`src/rtl/irq_ctrl_pkg.sv`:
```
// Shared definitions for the prioritized interrupt controller.
// Assumes a 3-bit register offset space and a two-bit control register.
package irq_ctrl_pkg;
    localparam int REG_ADDR_W = 3;

    typedef enum logic [REG_ADDR_W-1:0] {
        RA_STATUS  = 3'd0,
        RA_PENDING = 3'd1,
        RA_ENABLE  = 3'd2,
        RA_ACK     = 3'd3,
        RA_SWSET   = 3'd4,
        RA_CTRL    = 3'd5,
        RA_VECTOR  = 3'd6
    } reg_addr_e;

    typedef struct packed {
        logic hw_sel;
        logic out_en;
    } ctrl_t;
endpackage

```
`src/rtl/irq_src_cell.sv`:
```
// One interrupt source: detects a rising edge or follows a level and keeps
// a status flop. Assumes ack and sw_set are single-cycle write pulses.
module irq_src_cell #(
    parameter bit IS_EDGE = 1'b1
) (
    input  logic clk,
    input  logic rst_n,
    input  logic src_in,
    input  logic hw_sel,
    input  logic sw_set,
    input  logic ack,
    output logic stat_q
);
    logic hw_hit;
    logic set_now;
    logic prev_q;

    // Previous sample of the input, for edge detection.
    always_ff @(posedge clk) begin
        if (!rst_n) prev_q <= 1'b0;
        else        prev_q <= src_in;
    end

    // Pick the hardware trigger form for this cell.
    generate
        if (IS_EDGE) begin : g_edge
            assign hw_hit = src_in & ~prev_q;
        end else begin : g_level
            assign hw_hit = src_in;
        end
    endgenerate

    // Select the set source from the hardware-select control.
    always_comb set_now = hw_sel ? hw_hit : sw_set;

    // Status flop: set wins over acknowledge.
    always_ff @(posedge clk) begin
        if (!rst_n)       stat_q <= 1'b0;
        else if (set_now) stat_q <= 1'b1;
        else if (ack)     stat_q <= 1'b0;
    end

    assert_stat_cause_R5: assert property (@(posedge clk) disable iff (!rst_n)
        $rose(stat_q) |-> $past((hw_sel && src_in) || (!hw_sel && sw_set)));

    generate
        if (!IS_EDGE) begin : g_level_chk
            assert_level_hold_R4: assert property (@(posedge clk) disable iff (!rst_n)
                (hw_sel && src_in) |=> stat_q);
        end
    endgenerate
endmodule

```
`src/rtl/irq_prio_enc.sv`:
```
// Fixed-priority encoder: smallest set index wins; all ones when none set.
// Assumes OUT_W is wide enough to hold WIDTH-1.
module irq_prio_enc #(
    parameter int WIDTH = 16,
    parameter int OUT_W = 32
) (
    input  logic             clk,
    input  logic             rst_n,
    input  logic [WIDTH-1:0] req,
    output logic             any,
    output logic [OUT_W-1:0] idx
);
    // Scan from the top so the lowest set index is the last one written.
    always_comb begin
        idx = '1;
        any = 1'b0;
        for (int i = WIDTH - 1; i >= 0; i--) begin
            if (req[i]) begin
                idx = OUT_W'(i);
                any = 1'b1;
            end
        end
    end

    assert_vec_lowest_R7: assert property (@(posedge clk) disable iff (!rst_n)
        any |-> (req[idx[$clog2(WIDTH+1)-1:0]] &&
                 ((req & ((WIDTH'(1) << idx[$clog2(WIDTH+1)-1:0]) - WIDTH'(1))) == '0)));
    assert_vec_none_R7: assert property (@(posedge clk) disable iff (!rst_n)
        (req == '0) |-> (idx == '1));
endmodule

```
`src/rtl/irq_reg_port.sv`:
```
// Register port: holds the enable and control registers, decodes write
// pulses for acknowledge and software set, and returns read data.
// Assumes at most one access per cycle and NUM_SRC <= BUS_W.
module irq_reg_port
    import irq_ctrl_pkg::*;
#(
    parameter int BUS_W   = 32,
    parameter int NUM_SRC = 16
) (
    input  logic                  clk,
    input  logic                  rst_n,
    input  logic [REG_ADDR_W-1:0] reg_addr,
    input  logic                  reg_wr,
    input  logic [BUS_W-1:0]      reg_wdata,
    input  logic [NUM_SRC-1:0]    stat_vec,
    input  logic [NUM_SRC-1:0]    pend_vec,
    input  logic [BUS_W-1:0]      vec_idx,
    output logic [NUM_SRC-1:0]    en_q,
    output ctrl_t                 ctrl_q,
    output logic [NUM_SRC-1:0]    ack_pulse,
    output logic [NUM_SRC-1:0]    set_pulse,
    output logic [BUS_W-1:0]      reg_rdata
);
    reg_addr_e addr_e;
    logic [BUS_W-1:0] stat_wide;
    logic [BUS_W-1:0] pend_wide;
    logic [BUS_W-1:0] en_wide;
    logic [BUS_W-1:0] ctrl_wide;

    assign addr_e = reg_addr_e'(reg_addr);

    // Enable and control register writes.
    always_ff @(posedge clk) begin
        if (!rst_n) begin
            en_q   <= '0;
            ctrl_q <= '0;
        end else if (reg_wr) begin
            if (addr_e == RA_ENABLE) en_q   <= reg_wdata[NUM_SRC-1:0];
            if (addr_e == RA_CTRL)   ctrl_q <= ctrl_t'(reg_wdata[1:0]);
        end
    end

    // One-cycle acknowledge and software-set pulses.
    always_comb begin
        ack_pulse = (reg_wr && addr_e == RA_ACK)   ? reg_wdata[NUM_SRC-1:0] : '0;
        set_pulse = (reg_wr && addr_e == RA_SWSET) ? reg_wdata[NUM_SRC-1:0] : '0;
    end

    // Zero-extend source-wide vectors to the bus width.
    always_comb begin
        stat_wide = '0;
        pend_wide = '0;
        en_wide   = '0;
        ctrl_wide = '0;
        stat_wide[NUM_SRC-1:0] = stat_vec;
        pend_wide[NUM_SRC-1:0] = pend_vec;
        en_wide[NUM_SRC-1:0]   = en_q;
        ctrl_wide[1:0]         = ctrl_q;
    end

    // Read multiplexer.
    always_comb begin
        case (addr_e)
            RA_STATUS:  reg_rdata = stat_wide;
            RA_PENDING: reg_rdata = pend_wide;
            RA_ENABLE:  reg_rdata = en_wide;
            RA_CTRL:    reg_rdata = ctrl_wide;
            RA_VECTOR:  reg_rdata = vec_idx;
            default:    reg_rdata = '0;
        endcase
    end

    assert_enable_write_R2: assert property (@(posedge clk) disable iff (!rst_n)
        (reg_wr && reg_addr == 3'd2) |=> (en_q == $past(reg_wdata[NUM_SRC-1:0])));
    assert_enable_stable_R2: assert property (@(posedge clk) disable iff (!rst_n)
        !(reg_wr && reg_addr == 3'd2) |=> $stable(en_q));
endmodule

```
`src/rtl/irq_prio_ctrl.sv`:
```
// Top of the prioritized interrupt controller. EDGE_SEL bit i set makes
// input i edge sensitive, clear makes it level sensitive.
// Assumes NUM_SRC <= BUS_W and BUS_W is 8, 16 or 32.
module irq_prio_ctrl
    import irq_ctrl_pkg::*;
#(
    parameter int             BUS_W    = 32,
    parameter int             NUM_SRC  = 16,
    parameter logic [BUS_W-1:0] EDGE_SEL = 32'h0000_00FF
) (
    input  logic                  clk,
    input  logic                  rst_n,
    input  logic [NUM_SRC-1:0]    irq_src,
    input  logic [REG_ADDR_W-1:0] reg_addr,
    input  logic                  reg_wr,
    input  logic [BUS_W-1:0]      reg_wdata,
    output logic [BUS_W-1:0]      reg_rdata,
    output logic                  irq_out
);
    logic [NUM_SRC-1:0] stat_vec;
    logic [NUM_SRC-1:0] pend_vec;
    logic [NUM_SRC-1:0] en_q;
    logic [NUM_SRC-1:0] ack_pulse;
    logic [NUM_SRC-1:0] set_pulse;
    logic [BUS_W-1:0]   vec_idx;
    logic               any_pend;
    ctrl_t              ctrl_q;

    irq_reg_port #(.BUS_W(BUS_W), .NUM_SRC(NUM_SRC)) u_port (
        .clk(clk), .rst_n(rst_n), .reg_addr(reg_addr), .reg_wr(reg_wr),
        .reg_wdata(reg_wdata), .stat_vec(stat_vec), .pend_vec(pend_vec),
        .vec_idx(vec_idx), .en_q(en_q), .ctrl_q(ctrl_q),
        .ack_pulse(ack_pulse), .set_pulse(set_pulse), .reg_rdata(reg_rdata)
    );

    generate
        for (genvar i = 0; i < NUM_SRC; i++) begin : g_src
            irq_src_cell #(.IS_EDGE(EDGE_SEL[i])) u_cell (
                .clk(clk), .rst_n(rst_n), .src_in(irq_src[i]),
                .hw_sel(ctrl_q.hw_sel), .sw_set(set_pulse[i]),
                .ack(ack_pulse[i]), .stat_q(stat_vec[i])
            );
        end
    endgenerate

    // Pending requests are the recorded ones that are enabled.
    always_comb pend_vec = stat_vec & en_q;

    irq_prio_enc #(.WIDTH(NUM_SRC), .OUT_W(BUS_W)) u_enc (
        .clk(clk), .rst_n(rst_n), .req(pend_vec), .any(any_pend), .idx(vec_idx)
    );

    // Output request gated by the output-enable control bit.
    always_comb irq_out = ctrl_q.out_en & any_pend;

    assert_irq_gated_R6: assert property (@(posedge clk) disable iff (!rst_n)
        !ctrl_q.out_en |-> !irq_out);
    assert_irq_needs_pend_R6: assert property (@(posedge clk) disable iff (!rst_n)
        irq_out |-> ((stat_vec & en_q) != '0));
endmodule

```
`config.mk`:
```
export PLATFORM = sky130hd
export DESIGN_NAME = irq_prio_ctrl
export DESIGN_NICKNAME = d
export VERILOG_FILES = /design/src/rtl/irq_ctrl_pkg.sv /design/src/rtl/irq_src_cell.sv /design/src/rtl/irq_prio_enc.sv /design/src/rtl/irq_reg_port.sv /design/src/rtl/irq_prio_ctrl.sv
export SDC_FILE = /design/constraint.sdc
export NUM_CORES = 1
export LEC_CHECK = 0
export ABC_CLOCK_PERIOD_IN_PS = 1900
export BUFFER_PORTS_ARGS = -buffer_cell sky130_fd_sc_hd__buf_2
export CORE_ASPECT_RATIO = 1.2
export CORE_MARGIN = 2
export CORE_UTILIZATION = 25
export CTS_BUF_LIST = sky130_fd_sc_hd__clkbuf_2 sky130_fd_sc_hd__clkbuf_4 sky130_fd_sc_hd__clkbuf_8
export DETAILED_ROUTE_END_ITERATION = 10
export GPL_ROUTABILITY_DRIVEN = 1
export MAX_ROUTING_LAYER = met4
export SETUP_SLACK_MARGIN = 0.15
export SLEW_MARGIN = 0
export SYNTH_ARGS = -nofsm -noshare
export SYNTH_HDL_FRONTEND = slang
export SYNTH_SLANG_ARGS = --single-unit
```
`constraint.sdc`:
```
create_clock -name clk -period 1.9 [get_ports clk]
set_clock_uncertainty 0.1 [all_clocks]
set_input_delay 0 -clock clk [delete_from_list [all_inputs] [get_ports clk]]
set_output_delay 0 -clock clk [all_outputs]
set_load 0.05 [all_outputs]
```
==> results.py <==
metrics = {
    "route": {
        "ant_nets": 0,
        "wire_per_inst_um": 14.6,
        "routed_wl_mm": 7.94,
        "via_count": 2642,
        "firstDrtPassIters": 4,
        "drtIter0Drc": 223,
        "routed_via_density": 4.87,
        "drc_errors": 0,
    },
    "layout": {
        "fin_util_pct": 40.2,
        "final_cell_mix": "66 x nand2_1, 38 x buf_2, 33 x dlygate4sd3_1, 33 x buf_4, 31 x dfxtp_1",
        "final_common_cell": "nand2_1",
        "drive_above_1_share_pct": 34.1,
        "layout.nets": 472,
        "syn_to_final_growth_pct": 55.6,
        "num_antenna_cells": 0,
        "final_area_um2": 3850,
        "multi_input_area_um2": 1520,
        "fillerInstances": 997,
        "regArea_um2": 855,
    },
    "synthesis": {
        "synth-edff-count": 0,
        "async_flop_share_pct": 0,
        "synth_seq_cells": 42,
        "synthFlopType": "dfxtp_1",
        "avgSynthCellArea_um2": 7.98,
        "synthCells": 310,
        "synth.distinct_cells": 39,
        "syn-num-nets": 364,
        "syn_area_um2": 2470,
        "yosys_warnings": 0,
        "ys_seq_area_share_pct": 34.0,
    },
    "power_and_ir_drop": {
        "p_total_mw": 2.09,
        "power_frac_seq_pct": 44.4,
        "power.switching_uw": 670,
        "cellInternalPower_mw": 1.42,
        "power_frac_clock_pct": 30.3,
        "p_comb_share_pct": 25.2,
        "switching_share_pct": 32.0,
        "power_leakage_nw": 1.52,
        "peakVddDrop_v": 0.000273,
        "powerDensity_nw_per_um2": 544,
    },
    "timing": {
        "period_share_pct": 108,
        "fmax_mhz": 488,
        "layout_setup_ws_ns": -0.150,
        "fin_crit_ns": 2.05,
        "final-hold-violation-count": 0,
        "slew_headroom_pct": 59.4,
        "slew_violations": 0,
        "tightest_slew_ns": 0.609,
        "finalSetupViolations": 28,
        "rsz0062_at_grt": "yes",
    },
    "floorplan": {
        "fp.coreArea_um2": 9560,
        "die_x_um": 94.8,
        "io_pins": 87,
        "start_util_pct": 25.9,
        "dieHeight_um": 113,
        "row_count": 39,
        "dieArea_um2": 10700,
    },
    "run_status": {
        "failed_checks": "setup timing",
        "status": "complete, but fails checks",
    },
    "global_routing": {
        "grt_pass1_vias": 2624,
        "grt_max_degree": 43,
        "grt_remaining_overflow": 0,
        "grt_usage_pct": 15.4,
        "grt_pass1_wl_mm": 12.9,
        "antenna_found_initial": 0,
    },
    "setup_path": {
        "critical_path_arrival_ns": 1.95,
        "criticalPathCategory": "reg -> out",
        "cp_max_fo": 8,
        "critPathRequiredTime_ns": 1.80,
        "critPathLaunchType": "flop",
        "cp-end-kind": "primary output",
    },
    "cts": {
        "cts_buffers": 5,
        "cts_root_buffer": "clkbuf_8",
        "cts_tree": "yes",
        "clk_latency_ns": 0.31,
        "cts_max_level": 2,
        "cts.path.max_buffers": 2,
        "clock_sinks": 42,
        "clk_pin_slew_worst_paths_ns": 0.10,
    },
    "worst_hold_path": {
        "hp-class": "in -> reg",
    },
    "place": {
        "hpwl_mm": 5.54,
        "dpl_cell_area_um2": 2950,
        "port_buffers": 70,
        "post-place-ws_ns": 0.0844,
        "place.gp.congestion": 0.860,
    },
    "run": {
        "cap_violations": 0,
    },
}
synthesized netlist by cell type (all sizes together), types with 2 or more instances:
cell,instances,area (um2)
a21boi,22,165
a21oi,9,45.0
a221oi,8,70.1
a222oi,7,70.1
a22o,7,61.3
a22oi,5,37.5
a31oi,2,12.5
a32o,2,20.0
a32oi,9,78.8
and2,9,56.3
and4b,2,20.0
buf,25,184
clkbuf,9,33.8
dfxtp,42,841
inv,6,22.5
nand2,66,248
nand2b,12,75.1
nand3,5,25.0
nor2,9,36.3
nor2b,20,125
o2111ai,2,17.5
o21a,3,22.5
o21ai,15,75.1
o22ai,2,12.5
o2bb2ai,2,17.5
per-layer routing:
layer,wire length [um],part of all wire [%],GRT usage (%)
met5,0,0,-
met4,50,0.63,2.90
met3,398,5.0,1.93
met2,4110,52,26.8
met1,3380,43,19.2
power groups by stage:
stage / Combinational (mW) / Clock (mW) / Sequential, mW
2_1_floorplan: 0.272 / 0 / 0.945
3_3_place_gp: 0.383 / 0 / 0.947
3_5_place_dp: 0.388 / 0 / 0.949
4_1_cts: 0.516 / 0.654 / 0.929
5_1_grt: 0.566 / 0.695 / 0.934
6_report: 0.528 / 0.635 / 0.930
state kept, by name, indices dropped and copies added (netlist names):
| register | flops |
|---|---|
| u_port.en_q | 16 |
| g_src.u_cell.stat_q | 16 |
| g_src.u_cell.prev_q | 8 |
| u_port.ctrl_q | 2 |
path summary, 6_finish.rpt:
check / startpoint / endpoint / slack, ns / depth (start not counted)
hold reg to reg: u_port.en_q[11] / u_port.en_q[11] / 0.39 / 2
hold / removal: rst_n / g_src[2].u_cell.stat_q / 0.12 / 2
setup reg to reg: u_port.ctrl_q[1] / g_src[1].u_cell.stat_q / 0.59 / 4
setup / recovery: u_port.en_q[1] / reg_rdata[25] / -0.15 / 6
final cells by class:
| class | instances | share of cell area, % |
|---|---|---|
| multi-input cells | 228 | 39.4 |
| repair buffers | 134 | 31.0 |
| flip-flops and latches | 42 | 22.2 |
| well taps | 123 | 4.00 |
| clock buffers | 5 | 1.79 |
| clock inverters | 3 | 0.683 |
| inverters | 6 | 0.683 |
| repair inverters | 1 | 0.195 |
worst max-delay path, cell delays in order (launching register included):
cell and delay [ns]:
dfxtp_2 0.34, a22o_4 0.27, nor4_4 0.34, nand3_2 0.15, buf_6 0.17, clkinvlp_4 0.19, buf_6 0.19
per-stage QoR:
step	std cells	hold WS, ns	setup TNS, ns
CTS	539	0.130	-3.02
detailed placement	490	0.123	0
global placement	490	0.119	0
global route	542	0.174	-5.29
finish	542	0.123	-3.27
floorplan	310	0.0217	0
cell families (layout without fill, tap and decap cells):
group	Yosys count	count (layout)	share of synthesized area, %
flip-flops	42	42	34.0
AND/OR/NAND/NOR	128	128	25.9
AO/OA/AOI/OAI	100	100	30.4
buffers and inverters	40	149	9.72
timing repair:
action	in CTS	in global routing
gates resized for setup	87	22
setup buffers	6	3
pin swaps	10	1
endpoints found under the setup margin	33	33
endpoints found under the hold margin	42	0
cloned	2	0
hold buffers	33	0
Power figures use the tool's default switching activity.
